[config.mk]
export PLATFORM = sky130hd
export DESIGN_NAME = dsport_irq_gen
export DESIGN_NICKNAME = d
export VERILOG_FILES = /design/src/rtl/irqgen_pkg.sv /design/src/rtl/irqgen_status.sv /design/src/rtl/irqgen_cond.sv /design/src/rtl/irqgen_msg.sv /design/src/rtl/dsport_irq_gen.sv
export SDC_FILE = /design/constraint.sdc
export NUM_CORES = 1
export LEC_CHECK = 0
export BUFFER_PORTS_ARGS = -buffer_cell sky130_fd_sc_hd__buf_2
export CAP_MARGIN = 5
export CORE_AREA = 2 2 39 41
export DETAILED_ROUTE_END_ITERATION = 10
export DIE_AREA = 0 0 41 43
export GPL_TIMING_DRIVEN = 0
export PLACE_DENSITY_LB_ADDON = 0.12
export SLEW_MARGIN = 10
export SYNTH_ARGS = -nofsm -noshare
export SYNTH_HDL_FRONTEND = slang
export SYNTH_SLANG_ARGS = --single-unit
[constraint.sdc]
create_clock -name clk -period 4.2 [get_ports clk]
set_clock_uncertainty 0.1 [all_clocks]
set_input_delay 0.42 -clock clk [delete_from_list [all_inputs] [get_ports clk]]
set_output_delay 0.42 -clock clk [all_outputs]
set_load 0.02 [all_outputs]
[src/rtl/irqgen_pkg.sv]
package irqgen_pkg;

    localparam int SRC_HOTPLUG = 0;
    localparam int SRC_BW_MGMT = 1;
    localparam int SRC_BW_AUTO = 2;
    localparam int N_SRC_DEF   = 3;

    typedef enum logic [1:0] {
        MSG_NONE     = 2'd0,
        MSG_MSI      = 2'd1,
        MSG_INTA_ON  = 2'd2,
        MSG_INTA_OFF = 2'd3
    } irq_msg_e;

    typedef struct packed {
        logic msi_en;
        logic intx_off;
    } irq_cfg_t;

    typedef struct packed {
        logic rise;
        logic level;
    } cond_evt_t;

    // Level the virtual INTA wire should carry for a given condition and configuration.
    function automatic logic inta_target(input logic level, input irq_cfg_t cfg);
        return level & ~cfg.msi_en & ~cfg.intx_off;
    endfunction

endpackage

[src/rtl/irqgen_status.sv]
module irqgen_status #(
    parameter int N_SRC = 3
) (
    input  logic             clk,
    input  logic             rst,
    input  logic [N_SRC-1:0] evt_set,
    input  logic [N_SRC-1:0] clr_w1c,
    output logic [N_SRC-1:0] sts
);
    logic [N_SRC-1:0] sts_q;

    for (genvar i = 0; i < N_SRC; i++) begin : g_bit
        always_ff @(posedge clk) begin
            if (rst)
                sts_q[i] <= 1'b0;
            else if (evt_set[i])
                sts_q[i] <= 1'b1;      // set beats a simultaneous clear
            else if (clr_w1c[i])
                sts_q[i] <= 1'b0;
        end
    end

    assign sts = sts_q;

    // an event always leaves its bit set on the following cycle
    p_set_wins_r1: assert property (@(posedge clk) disable iff (rst)
        (!$past(rst) && ($past(evt_set) != '0)) |-> ((sts_q & $past(evt_set)) == $past(evt_set)));

endmodule

[src/rtl/irqgen_cond.sv]
module irqgen_cond
    import irqgen_pkg::*;
#(
    parameter int N_SRC = 3
) (
    input  logic             clk,
    input  logic             rst,
    input  logic [N_SRC-1:0] sts,
    input  logic [N_SRC-1:0] src_en,
    output cond_evt_t        ev
);
    logic cond_now;
    logic cond_q;

    assign cond_now = |(sts & src_en);

    always_ff @(posedge clk) begin
        if (rst) cond_q <= 1'b0;
        else     cond_q <= cond_now;
    end

    assign ev.level = cond_now;
    assign ev.rise  = cond_now & ~cond_q;

endmodule

[src/rtl/irqgen_msg.sv]
module irqgen_msg
    import irqgen_pkg::*;
#(
    parameter bit IS_UPSTREAM = 1'b0
) (
    input  logic      clk,
    input  logic      rst,
    input  cond_evt_t ev,
    input  irq_cfg_t  cfg,
    input  logic      req_rdy,
    output logic      req_vld,
    output irq_msg_e  req_kind
);
    localparam logic GEN_EN = !IS_UPSTREAM;

    logic     vld_q;
    irq_msg_e kind_q;
    logic     msi_pend;
    logic     inta_lvl;      // INTA level already committed toward the core
    logic     msi_go;
    logic     want;
    logic     can_load;
    logic     take_msi;
    logic     flip;
    irq_msg_e nxt;

    assign msi_go   = msi_pend | (ev.rise & cfg.msi_en & GEN_EN);
    assign want     = inta_target(ev.level, cfg) & GEN_EN;
    assign can_load = !vld_q || req_rdy;

    always_comb begin
        nxt      = MSG_NONE;
        take_msi = 1'b0;
        flip     = 1'b0;
        if (msi_go) begin
            nxt      = MSG_MSI;
            take_msi = 1'b1;
        end else if (want != inta_lvl) begin
            nxt  = want ? MSG_INTA_ON : MSG_INTA_OFF;
            flip = 1'b1;
        end
    end

    always_ff @(posedge clk) begin
        if (rst) begin
            vld_q    <= 1'b0;
            kind_q   <= MSG_NONE;
            msi_pend <= 1'b0;
            inta_lvl <= 1'b0;
        end else begin
            msi_pend <= msi_go & ~(can_load & take_msi);
            if (can_load) begin
                vld_q  <= (nxt != MSG_NONE);
                kind_q <= nxt;
                if (flip) inta_lvl <= want;
            end
        end
    end

    assign req_vld  = vld_q;
    assign req_kind = kind_q;

    // Shadow of the wire as seen by the core, advanced only on acceptance.
    logic ax_up;
    always_ff @(posedge clk) begin
        if (rst)
            ax_up <= 1'b0;
        else if (vld_q && req_rdy && kind_q == MSG_INTA_ON)
            ax_up <= 1'b1;
        else if (vld_q && req_rdy && kind_q == MSG_INTA_OFF)
            ax_up <= 1'b0;
    end

    // a presented request is frozen until accepted
    p_hold_r8: assert property (@(posedge clk) disable iff (rst)
        (vld_q && !req_rdy) |=> (vld_q && $stable(kind_q)));

    // a valid request always carries a real message code
    p_kind_legal_r3: assert property (@(posedge clk) disable iff (rst)
        vld_q |-> (kind_q != MSG_NONE));

    // assert only when the core sees the wire low
    p_alt_on_r9: assert property (@(posedge clk) disable iff (rst)
        (vld_q && req_rdy && kind_q == MSG_INTA_ON) |-> !ax_up);

    // deassert only when the core sees the wire high
    p_alt_off_r9: assert property (@(posedge clk) disable iff (rst)
        (vld_q && req_rdy && kind_q == MSG_INTA_OFF) |-> ax_up);

endmodule

[src/rtl/dsport_irq_gen.sv]
module dsport_irq_gen
    import irqgen_pkg::*;
#(
    parameter int N_SRC       = N_SRC_DEF,
    parameter bit IS_UPSTREAM = 1'b0
) (
    input  logic             clk,
    input  logic             rst,
    input  logic [N_SRC-1:0] evt_set,
    input  logic [N_SRC-1:0] clr_w1c,
    input  logic [N_SRC-1:0] src_en,
    input  logic             msi_en,
    input  logic             intx_off,
    input  logic             req_rdy,
    output logic             req_vld,
    output logic [1:0]       req_kind,
    output logic [N_SRC-1:0] sts
);
    cond_evt_t ev;
    irq_cfg_t  cfg;
    irq_msg_e  kind;

    assign cfg.msi_en   = msi_en;
    assign cfg.intx_off = intx_off;

    irqgen_status #(.N_SRC(N_SRC)) u_status (
        .clk     (clk),
        .rst     (rst),
        .evt_set (evt_set),
        .clr_w1c (clr_w1c),
        .sts     (sts)
    );

    irqgen_cond #(.N_SRC(N_SRC)) u_cond (
        .clk    (clk),
        .rst    (rst),
        .sts    (sts),
        .src_en (src_en),
        .ev     (ev)
    );

    irqgen_msg #(.IS_UPSTREAM(IS_UPSTREAM)) u_msg (
        .clk      (clk),
        .rst      (rst),
        .ev       (ev),
        .cfg      (cfg),
        .req_rdy  (req_rdy),
        .req_vld  (req_vld),
        .req_kind (kind)
    );

    assign req_kind = kind;

    // an upstream instance stays silent
    p_up_silent_r10: assert property (@(posedge clk) disable iff (rst)
        IS_UPSTREAM |-> !req_vld);

endmodule

## Word level (Yosys, flattened, before mapping)

Index checks and enable logic that the tools add are counted.

- Equality and inequality tests: 1
- Muxes and demuxes: 12
- Bitwise logic cells: 12
- Reduce and logical (&&, ||, !) cells: 8

Operator list:

| cell | count |
|---|---|
| 2-to-1 mux 1 bit | 10 |
| nonzero test 2 bit | 4 |
| bitwise AND 1 bit | 6 |
| 2-to-1 mux 2 bit | 2 |
| NOT 1 bit | 4 |
| bitwise AND 3 bit | 1 |
| OR reduction 3 bit | 1 |
| AND reduction 2 bit | 1 |
| logical NOT 1 bit | 1 |
| logical OR 1 bit | 1 |
| != test 1 bit | 1 |
| OR 1 bit | 1 |

- Register bits: 9
- Input port bits: 14
- Word-level logic and storage cells: 41

## Logic depth before layout (Yosys ltp)

Gate-level depths: netlist of the first run.

- Depth in word-level cells: 9
- Mapped depth: 6
- Gate-level depth less buffers: 6

## Hierarchy

From an unflattened synthesis of the first run, not the netlist that was laid out.

- Cells, all modules: 40
- Area, all modules: 356.6 um2

By module, submodules not included:

| module | times used | cells an instance | area each (um2) | seq. area each (um2) |
|---|---|---|---|---|
| irqgen_msg | 1 | 22 | 202.7 | 100.1 |
| irqgen_status | 1 | 12 | 105.1 | 60.1 |
| irqgen_cond | 1 | 6 | 48.8 | 20.0 |

## Worst setup path before layout of the first run

Ideal clock, no wire load.

- Path type: register to register
- Start point: reg u_status.sts_q[1] (netlist: u_status.sts[1])
- End point: reg u_msg.inta_lvl
- Setup time: 0.072 ns
- Arrival: 1.774 ns
- Required time: 4.028 ns
- Slack: 2.255 ns
- Stages on the path, launching flop included: 7
- Period minus slack after synthesis: 1.945 ns
- Cell sequence: dfxtp_1 -> a222oi_1 -> or3_2 -> ha_1 -> nor2_1 -> o211a_1 -> mux2i_1

- Cells in the longest elaborated chain, start to end: 8
- Elaborated cells on any way between the ends: 11

RTL lines:

| what | line | text |
|---|---|---|
| start, declared | irqgen_status.sv:10 | `logic [N_SRC-1:0] sts_q;` |
| start signal, assigned by index | irqgen_status.sv:15 | `sts_q[i] <= 1'b0;` |
| start signal, assigned by index | irqgen_status.sv:17 | `sts_q[i] <= 1'b1;` |
| start signal, assigned by index | irqgen_status.sv:19 | `sts_q[i] <= 1'b0;` |
| bitwise AND 3 bit * | irqgen_cond.sv:15 | `assign cond_now = \|(sts & src_en);` |
| OR reduction 3 bit * | irqgen_cond.sv:15 |  |
| bitwise AND 1 bit (2 in a row) | irqgen_pkg.sv:27 | `return level & ~cfg.msi_en & ~cfg.intx_off;` |
| != test 1 bit | irqgen_msg.sv:38 | `end else if (want != inta_lvl) begin` |
| 2-to-1 mux 1 bit | irqgen_msg.sv:38 |  |
| 2-to-1 mux 1 bit | irqgen_msg.sv:35 | `if (msi_go) begin` |
| AND reduction 2 bit (no line) | - |  |
| end signal, assigned | irqgen_msg.sv:55 | `if (flip) inta_lvl <= want;` |
| end, declared | irqgen_msg.sv:19 | `logic inta_lvl;` |

Mark *: on every way between the ends. The rest lies on a longest branch, timed or not.
A chain may end at the register's enable or synchronous reset.

## Worst setup path after layout of the first run

Ends and elaborated chain as after synthesis.

==> results.py, run 1 <==
metrics = {
    "sta": {
        "setup_viol": 0,
        "finalHoldViolCount": 0,
        "relSlewSlack": 0.599,
        "hold_ws_ns": 0.256,
        "fin_crit_sh": 0.470,
        "period_needed_ns": 1.97,
        "tightest_slew_ns": 0.601,
        "max_clock_freq_mhz": 506,
        "rsz0062_at_grt": "false",
        "slew_violations": 0,
        "tns_ns": 0,
    },
    "setup_path": {
        "crit_path_top_delay_cell": "a222oi_1",
        "crit_type": "reg2reg",
        "cp_max_fo": 5,
        "worst-path-buf-inv": 0,
        "endpoint_kind": "flop",
        "reg2reg_setup_slack_ns": 2.23,
        "crit_chain": "a222oi_1 -> or3_2 -> ha_1 -> nor2_1 -> o211a_1 -> mux2i_1",
        "crit_arrival_ns": 2.08,
        "r2r_cells": 6,
        "critPathTopFamily": "compound AO/OA/AOI/OAI gates",
        "slowest_delay_ns": 0.57,
        "rr_startpoint": "u_status.sts[1]",
        "critPathLaunch": "u_status.sts[1]",
        "r2r_end": "u_msg.inta_lvl",
        "start_kind": "flop",
        "worstPathRequired_ns": 4.30,
    },
    "power": {
        "p_switching_mw": 0.0486,
        "switching_share": 0.259,
        "vdd_drop_max_mv": 0.127,
        "power_leakage_nw": 0.254,
        "p_seq_frac": 0.492,
        "pwr-share-clk": 0.364,
        "power_per_cell_area_mw_per_mm2": 376,
        "combPwrFrac": 0.144,
        "p_int_mw": 0.139,
    },
    "worst_hold_path": {
        "hold_depth": 3,
        "hp-class": "in2reg",
        "hp-start": "evt_set[2]",
        "min_to": "u_status.sts[2]",
    },
    "final_layout": {
        "area_growth_pct": 37.6,
        "multi_input_area_sq_um": 160,
        "regArea_sq_um": 180,
        "filler_cell_count": 159,
        "drive_gt1_frac": 0.361,
        "antenna_cells": 0,
        "utilization": 0.361,
        "layoutNonFillerInstCount": 77,
        "layout.nets": 77,
    },
    "placed_design": {
        "dpl.cell_count": 73,
        "gp_congestion": 0.619,
        "io_buffer_count": 18,
        "dp_hpwl_um": 578,
    },
    "route": {
        "drt_pass1_iterations": 4,
        "via_count": 347,
        "viasPerCell": 4.51,
        "wl_per_cell_um": 9.44,
        "wirelength_um": 727,
        "drt_iter0_markers": 4,
        "postRouteAntennaNets": 0,
        "drcViolationCount": 0,
    },
    "die": {
        "coreArea_sq_mm": 0.00138,
        "die_w_um": 41,
        "die_area_sq_mm": 0.00176,
        "start_util": 0.262,
        "die_h_um": 43,
        "ios": 20,
        "placement_rows": 14,
    },
    "synth": {
        "synth_nets": 54,
        "ys_seq_area_frac": 0.497,
        "synth.avg_cell_area_sq_um": 9.30,
        "ys_seq_elements": 9,
        "synthCells": 39,
        "synth_cell_types": 16,
        "synth_area_sq_um": 363,
        "synth-warning-count": 0,
    },
    "global_routing": {
        "grt_usage": 0.103,
        "antenna_found_initial": 0,
        "grt_pass1_vias": 297,
        "grt_overflow": 0,
        "grt_pass1_wl_um": 1150,
        "grt_max_degree": 11,
    },
    "clock_network": {
        "cts.hold.buffers_added": 0,
        "cts_tree": "built",
        "cts.clk_slew.worst_paths_ns": 0.06,
        "cts_root_buf": "clkbuf_4",
        "cts_resized": 0,
        "insertion_delay_ns": 0.27,
        "cts_made_buffers": 3,
        "h-tree-depth": 1,
        "cts_buffer_depth": 2,
        "post_cts_buffers": 0,
        "clock_sinks": 9,
    },
    "flow_run": {
        "max_cap_violations": 0,
    },
    "run_status": {
        "status": "complete, no violations",
    },
}
==> kinds of logic after synthesis <==
family          share of synthesized area
simple gates                        0.179
compound gates                      0.200
flops                               0.497
buf+inv                            0.0621
mux                                0.0276
fa+ha+maj                          0.0345
==> cell type report <==
cell class / count / share of cell area
Sequential cell: 9 / 0.361
Multi-Input combinational cell: 24 / 0.321
Timing Repair Buffer: 18 / 0.180
Clock buffer: 4 / 0.0526
Tap cell: 16 / 0.0401
Inverter: 5 / 0.0376
Buffer: 1 / 0.00752
==> how the worst max path moves through the flow <==
stage	endpoint	slack [ns]	cells past startpoint
2_1_floorplan	u_msg.inta_lvl	2.25	6
3_3_place_gp	u_msg.inta_lvl	1.95	7
6_report	u_msg.inta_lvl	2.23	6
3_5_place_dp	u_msg.inta_lvl	1.97	7
4_1_cts	u_msg.inta_lvl	2.18	6
5_1_grt	u_msg.inta_lvl	2.09	6
==> worst min-delay path: stages <==
cell and delay [ns]:
buf_2 0.07, a21oi_1 0.03, nor2_1 0.07
==> synth_stat cells (all sizes together) <==
| library cell | instances | share of area |
|---|---|---|
| inv | 5 | 0.052 |
| clkbuf | 1 | 0.010 |
| dfxtp | 9 | 0.50 |
| nor2 | 7 | 0.072 |
| or3 | 1 | 0.021 |
| nand2b | 3 | 0.052 |
| a222oi | 1 | 0.028 |
| or4 | 1 | 0.021 |
| a21oi | 3 | 0.041 |
| o211a | 1 | 0.028 |
| o21ba | 2 | 0.055 |
| a311oi | 1 | 0.024 |
| mux2i | 1 | 0.028 |
| a41oi | 1 | 0.024 |
| nor3 | 1 | 0.014 |
| ha | 1 | 0.034 |
==> registers in the layout (all words and copies together), names as in the netlist <==
register	count
u_cond.cond_q	1
u_msg.req_kind	2
u_msg.msi_pend	1
u_msg.req_vld	1
u_msg.inta_lvl	1
u_status.sts	3
==> routing by layer <==
metal | wire length, um | GRT usage
met2 | 310 | 0.131
met1 | 308 | 0.118
met5 | 0 | 0
met3 | 79 | 0.0471
met4 | 29 | 0.100
==> cell usage in the layout, fill, tap and decap left out <==
cell | netlist | final
buf_2 | 0 | 18
dfxtp_1 | 9 | 9
nor2_1 | 7 | 7
inv_1 | 5 | 5
nand2b_1 | 3 | 3
a21oi_1 | 3 | 3
clkbuf_4 | 0 | 3
o21ba_1 | 2 | 2
clkbuf_1 | 1 | 2
a222oi_1 | 1 | 1
or3_2 | 1 | 1
a311oi_1 | 1 | 1
or4_1 | 1 | 1
o211a_1 | 1 | 1
mux2i_1 | 1 | 1
a41oi_1 | 1 | 1
nor3_1 | 1 | 1
ha_1 | 1 | 1
==> power groups by stage <==
stage / clock [mW] / combinational [mW] / sequential, mW
after floorplan: 0 / 0.0111 / 0.0989
after global placement: 0 / 0.0274 / 0.0943
after detailed placement: 0 / 0.0274 / 0.0943
after CTS: 0.0696 / 0.0276 / 0.0924
after global routing: 0.0758 / 0.0299 / 0.0928
final: 0.0684 / 0.0270 / 0.0923
==> metrics by stage <==
stage / setup slack, ns / total power [mW] / instance area (sq um)
finish: 2.23 / 0.188 / 499
global route: 2.09 / 0.198 / 499
CTS: 2.18 / 0.190 / 499
detailed placement: 1.97 / 0.122 / 473
global placement: 1.95 / 0.122 / 473
floorplan: 2.25 / 0.110 / 363
Power figures use the tool's default switching activity.
==> run 2: changes to the inputs <==
==> constraint.sdc (replaced) <==
create_clock -name clk -period 1.7 [get_ports clk]
set_clock_uncertainty 0.1 [all_clocks]
set_input_delay 0.17 -clock clk [delete_from_list [all_inputs] [get_ports clk]]
set_output_delay 0.17 -clock clk [all_outputs]
set_load 0.02 [all_outputs]
==> results.py, run 2 (synthesized netlist as in run 1, its figures left out) <==
metrics = {
    "power": {
        "p_seq_frac": 0.488,
        "pwr-share-clk": 0.348,
        "switching_share": 0.250,
        "p_int_mw": 0.351,
        "power_per_cell_area_mw_per_mm2": 867,
        "p_switching_mw": 0.117,
        "power_leakage_nw": 0.267,
        "combPwrFrac": 0.163,
        "vdd_drop_max_mv": 0.280,
    },
    "global_routing": {
        "grt_pass1_vias": 303,
        "use_met2": 0.131,
        "met3_usage": 0.0785,
        "antenna_found_initial": 0,
        "top_usage_layer": "met1",
        "grt_usage": 0.112,
        "grt_pass1_wl_um": 1250,
        "use_met1": 0.147,
        "grt_max_degree": 11,
        "grt_overflow": 0,
    },
    "final_layout": {
        "mostFrequentLayoutCells": "18 x buf_2, 6 x nor2_1, 6 x dfxtp_1",
        "area_growth_pct": 48.6,
        "largest_reg_flops": 3,
        "drive_gt1_frac": 0.460,
        "antenna_cells": 0,
        "layout.nets": 79,
        "final_cell_area_sq_um": 539,
        "layout_commonest_cell": "buf_2",
        "layoutNonFillerInstCount": 79,
    },
    "sta": {
        "period_needed_ns": 1.72,
        "finalHoldViolCount": 0,
        "fin_crit_sh": 1.01,
        "hold_ws_ns": 0.0148,
        "max_clock_freq_mhz": 580,
        "rsz0062_at_grt": "true",
        "slew_violations": 0,
        "postLayoutSetupSlackWorst_ns": -0.0247,
        "tightest_slew_ns": 0.417,
        "setup_viol": 2,
        "relSlewSlack": 0.722,
    },
    "clock_network": {
        "cts.hold.buffers_added": 0,
        "clock_sinks": 9,
        "insertion_delay_ns": 0.26,
        "cts.clk_slew.worst_paths_ns": 0.06,
        "h-tree-depth": 1,
        "cts_tree": "built",
        "cts_root_buf": "clkbuf_4",
        "cts_made_buffers": 3,
        "cts_buffer_depth": 2,
    },
    "die": {
        "placement_rows": 14,
        "die_w_um": 41,
        "ios": 20,
        "start_util": 0.262,
        "coreArea_sq_mm": 0.00138,
        "die_h_um": 43,
        "die_area_sq_mm": 0.00176,
    },
    "route": {
        "wirelength_um": 762,
        "via_count": 356,
        "drcViolationCount": 0,
        "drt_iter0_markers": 3,
        "viasPerCell": 4.51,
        "drt_pass1_iterations": 4,
        "wl_per_cell_um": 9.65,
        "postRouteAntennaNets": 0,
    },
    "run_status": {
        "violations": "setup timing",
        "status": "finished with violations",
    },
    "setup_path": {
        "start_kind": "flop",
        "worstPathRequired_ns": 1.79,
        "r2r_end": "u_msg.inta_lvl",
        "rr_startpoint": "u_status.sts[1]",
        "reg2reg_setup_slack_ns": -0.02,
        "r2r_cells": 7,
        "crit_arrival_ns": 1.81,
        "cp_max_fo": 3,
        "crit_type": "reg2reg",
        "endpoint_kind": "flop",
    },
    "worst_hold_path": {
        "hp-class": "in2reg",
        "min_to": "u_status.sts[2]",
        "hp-start": "evt_set[2]",
        "hold_depth": 3,
    },
    "placed_design": {
        "dp_hpwl_um": 606,
        "gp_congestion": 0.593,
        "dpl.cell_count": 73,
        "io_buffer_count": 18,
        "placedInstanceArea_sq_um": 495,
        "dp_slack_ns": -0.298,
    },
    "flow_run": {
        "max_cap_violations": 0,
    },
}
## run 2: layout make-up
| class | instances | area, sq um |
|---|---|---|
| well taps | 16 | 20.0 |
| fillers | 156 | 845 |
| flip-flops and latches | 9 | 186 |
| plain buffers | 1 | 3.75 |
| multi-input cells | 24 | 179 |
| repair buffers | 20 | 105 |
| clock buffers | 4 | 26.3 |
| inverters | 5 | 18.8 |
## run 2: worst max-delay path by stage
stage	startpoint	end	slack, ns	depth (start not counted)
finish	u_status.sts[1]	u_msg.inta_lvl	-0.02	7
global route	u_status.sts[1]	u_msg.inta_lvl	-0.08	7
CTS	u_status.sts[1]	u_msg.inta_lvl	-0.07	7
detailed placement	u_status.sts[1]	u_msg.inta_lvl	-0.30	6
global placement	u_status.sts[1]	u_msg.inta_lvl	-0.35	6
floorplan	u_status.sts[1]	u_msg.inta_lvl	-0.14	6
## run 2: per-layer routing
layer  vias up  wire length [um]
met3         0                64
met2        13               337
met4         0                 0
met1       159               360
met5         -                 0
li1        184                 -
## run 2: what timing repair did
item	in CTS	in global routing
resized for setup	0	1
setup endpoints to repair	4	2
cloned	0	0
pin swaps	3	2
buffers inserted	2	1
## run 2: worst max-delay path, stage by stage, from the launching register on
cell and delay [ns]:
dfxtp_4 0.35, a222oi_1 0.08, buf_4 0.15, or3_4 0.33, ha_4 0.22, nor2_2 0.07
o211a_1 0.18, mux2i_1 0.18
## run 2: power groups by stage
stage	combinational [mW]	clock [mW]	sequential, mW
6_report	0.0765	0.163	0.228
4_1_cts	0.0774	0.171	0.229
3_5_place_dp	0.0702	0	0.233
5_1_grt	0.0854	0.188	0.230
2_1_floorplan	0.0293	0	0.245
3_3_place_gp	0.0699	0	0.233
## run 2: metrics by stage
stage               power [mW]  TNS, ns   util
floorplan                0.274   -0.237      -
global placement         0.303   -0.774  0.358
detailed placement       0.303   -0.610  0.358
CTS                      0.477   -0.107  0.388
global route             0.504   -0.157  0.390
finish                   0.468  -0.0445  0.390
==> run 3: changes to the inputs <==
--- a/config.mk
+++ b/config.mk
@@ -5,6 +5,7 @@
 export SDC_FILE = /design/constraint.sdc
 export NUM_CORES = 1
 export LEC_CHECK = 0
+export ABC_AREA = 1
 export BUFFER_PORTS_ARGS = -buffer_cell sky130_fd_sc_hd__buf_2
 export CAP_MARGIN = 5
 export CORE_AREA = 2 2 39 41
@@ -12,6 +13,7 @@
 export DIE_AREA = 0 0 41 43
 export GPL_TIMING_DRIVEN = 0
 export PLACE_DENSITY_LB_ADDON = 0.12
+export RECOVER_POWER = 100
 export SLEW_MARGIN = 10
 export SYNTH_ARGS = -nofsm -noshare
 export SYNTH_HDL_FRONTEND = slang
==> results.py, run 3 <==
metrics = {
    "setup_path": {
        "endpoint_kind": "flop",
        "crit_arrival_ns": 1.59,
        "cp_max_fo": 4,
        "worst-path-buf-inv": 0,
        "cpMostUsedCell": "nor2_1",
        "crit_path_top_delay_cell": "dfxtp_1",
        "reg2reg_setup_slack_ns": 0.18,
        "r2r_cells": 8,
        "critPathTopFamily": "simple AND/OR/NAND/NOR gates",
        "worstPathRequired_ns": 1.77,
        "slowest_delay_ns": 0.35,
        "critPathLaunch": "u_status.sts[1]",
        "rr_startpoint": "u_status.sts[1]",
        "r2r_end": "u_msg.inta_lvl",
        "crit_path_end": "u_msg.inta_lvl",
        "crit_chain": "nand2_1 -> nand3_4 -> nand3_2 -> ha_1 -> nor2_1 -> nand3_2 -> nor2_1 -> nor2_1",
        "crit_type": "reg2reg",
        "start_kind": "flop",
        "path_depth": 8,
    },
    "sta": {
        "setup_viol": 0,
        "rsz0062_at_grt": "false",
        "max_clock_freq_mhz": 657,
        "relSlewSlack": 0.830,
        "postLayoutSetupSlackWorst_ns": 0.177,
        "finalHoldViolCount": 0,
        "period_needed_ns": 1.52,
        "fin_crit_sh": 0.896,
        "tightest_slew_ns": 0.255,
        "tns_ns": 0,
        "slew_violations": 0,
    },
    "synth": {
        "post-synth-top-area-fraction": 0.435,
        "ys_seq_elements": 9,
        "synth_nets": 68,
        "yosysTopAreaCell": "dfxtp_1",
        "yosys_most_used_dff": "dfxtp_1",
        "synth_most_common_cell": "inv_1",
        "synth_area_sq_um": 414,
        "synthCells": 53,
        "ys_seq_area_frac": 0.435,
        "synth_area_leaders": "dfxtp_1 44%, inv_1 10%, nor2_1 7.3%",
        "synth_edf_count": 0,
        "synth_common_cells": "11 x inv_1, 9 x dfxtp_1, 8 x nor2_1, 5 x a21oi_1, 5 x nand2_1",
        "synth-warning-count": 0,
        "synth.avg_cell_area_sq_um": 7.81,
        "synth_cell_types": 15,
        "synth-async-reset-ratio": 0,
    },
    "clock_network": {
        "cts_made_buffers": 3,
        "insertion_delay_ns": 0.27,
        "cts.hold.buffers_added": 0,
        "cts_resized": 0,
        "cts_root_buf": "clkbuf_4",
        "post_cts_buffers": 0,
        "clock_sinks": 9,
        "h-tree-depth": 1,
        "cts.clk_slew.worst_paths_ns": 0.07,
        "cts_buffer_depth": 2,
        "cts_tree": "built",
    },
    "final_layout": {
        "layout_commonest_cell": "buf_2",
        "mostFrequentLayoutCells": "14 x buf_2, 11 x inv_1, 9 x dfxtp_1",
        "largest_reg_flops": 3,
        "antenna_cells": 0,
        "drive_gt1_frac": 0.342,
        "utilization": 0.395,
        "layout.nets": 92,
        "area_growth_pct": 32.0,
    },
    "run_status": {
        "status": "complete, no violations",
    },
    "global_routing": {
        "grt_pass1_wl_um": 1350,
        "antenna_found_initial": 0,
        "grt_max_degree": 8,
        "grt_pass1_vias": 350,
        "grt_overflow": 0,
        "grt_usage": 0.124,
    },
    "route": {
        "wl_per_cell_um": 8.71,
        "drt_pass1_iterations": 2,
        "via_count": 370,
        "wirelength_um": 801,
        "drt_iter0_markers": 4,
        "viasPerCell": 4.02,
        "postRouteAntennaNets": 0,
        "drcViolationCount": 0,
    },
    "power": {
        "p_seq_frac": 0.447,
        "power_leakage_nw": 0.289,
        "pwr-share-clk": 0.322,
        "vdd_drop_max_mv": 0.396,
        "p_switching_mw": 0.173,
        "switching_share": 0.317,
        "combPwrFrac": 0.230,
        "power_per_cell_area_mw_per_mm2": 997,
        "p_int_mw": 0.373,
    },
    "worst_hold_path": {
        "hp-start": "evt_set[2]",
        "hp-class": "in2reg",
    },
    "die": {
        "placement_rows": 14,
        "die_h_um": 43,
        "coreArea_sq_mm": 0.00138,
        "ios": 20,
        "die_area_sq_mm": 0.00176,
        "start_util": 0.299,
        "die_w_um": 41,
    },
    "placed_design": {
        "gp_congestion": 0.736,
        "dp_slack_ns": 0.205,
        "dp_hpwl_um": 609,
        "io_buffer_count": 19,
    },
    "flow_run": {
        "max_cap_violations": 0,
    },
}
run 3: cell types whose count changed after synthesis, moves of 2 or more:
cell / previous run / this run
nand2_2: 0 / 4
nand2b_1: 3 / 0
inv_2: 0 / 2
o21ba_1: 2 / 0
nand3_2: 0 / 2
inv_1: 5 / 11
nand2_1: 0 / 5
a21oi_1: 3 / 5
run 3: how the worst min path moves through the flow:
stage	cells after the start	to
after floorplan	1	u_msg.req_kind[1]
after global placement	3	u_status.sts[1]
after detailed placement	3	u_status.sts[2]
after CTS	3	u_status.sts[1]
after global routing	3	u_status.sts[1]
final	3	u_status.sts[2]
run 3: final cells by class:
cell class / count / area [sq um]
sequential: 9 / 180
timing repair buffer: 19 / 88.8
multi-input combinational: 31 / 183
clock buffer: 4 / 26.3
tap: 16 / 20.0
inverter: 13 / 48.8
fill: 158 / 837
run 3: cell families (layout without fill, tap and decap cells):
logic type	count (synthesis)	in the layout	share of synthesized area
AOI/OAI and AO/OA	6	6	0.0816
adders and majority gates	1	1	0.0302
buffers and inverters	13	36	0.118
DFF	9	9	0.435
and+or+nand+nor	24	24	0.335
run 3: metrics by stage:
step / hold slack, ns / instances / cell area (sq um) / total power, mW
2_1_floorplan: 0.139 / 53 / 414 / 0.337
3_3_place_gp: 0.273 / 88 / 529 / 0.379
3_5_place_dp: 0.285 / 88 / 529 / 0.380
4_1_cts: 0.00391 / 92 / 556 / 0.560
5_1_grt: 0.0364 / 92 / 547 / 0.579
6_report: 0.00793 / 92 / 547 / 0.545
run 3: layer usage:
layer / track usage / share of wire / vias to the layer above
li1: - / - / 208
met3: 0.0471 / 0.067 / 4
met4: 0.140 / 0.045 / 0
met2: 0.159 / 0.39 / 13
met5: 0 / 0 / -
met1: 0.136 / 0.49 / 145
run 3: worst register-to-register path: cells and delay by family, from the launching register on:
family        cells  cell delay (ns)
fa+ha+maj         1             0.31
flops             1             0.35
simple gates      7             0.67
run 3: power groups by stage:
stage / combinational, mW / clock (mW) / sequential (mW)
2_1_floorplan: 0.0681 / 0 / 0.269
3_3_place_gp: 0.130 / 0 / 0.249
3_5_place_dp: 0.132 / 0 / 0.249
4_1_cts: 0.132 / 0.184 / 0.244
5_1_grt: 0.145 / 0.188 / 0.247
6_report: 0.126 / 0.176 / 0.244
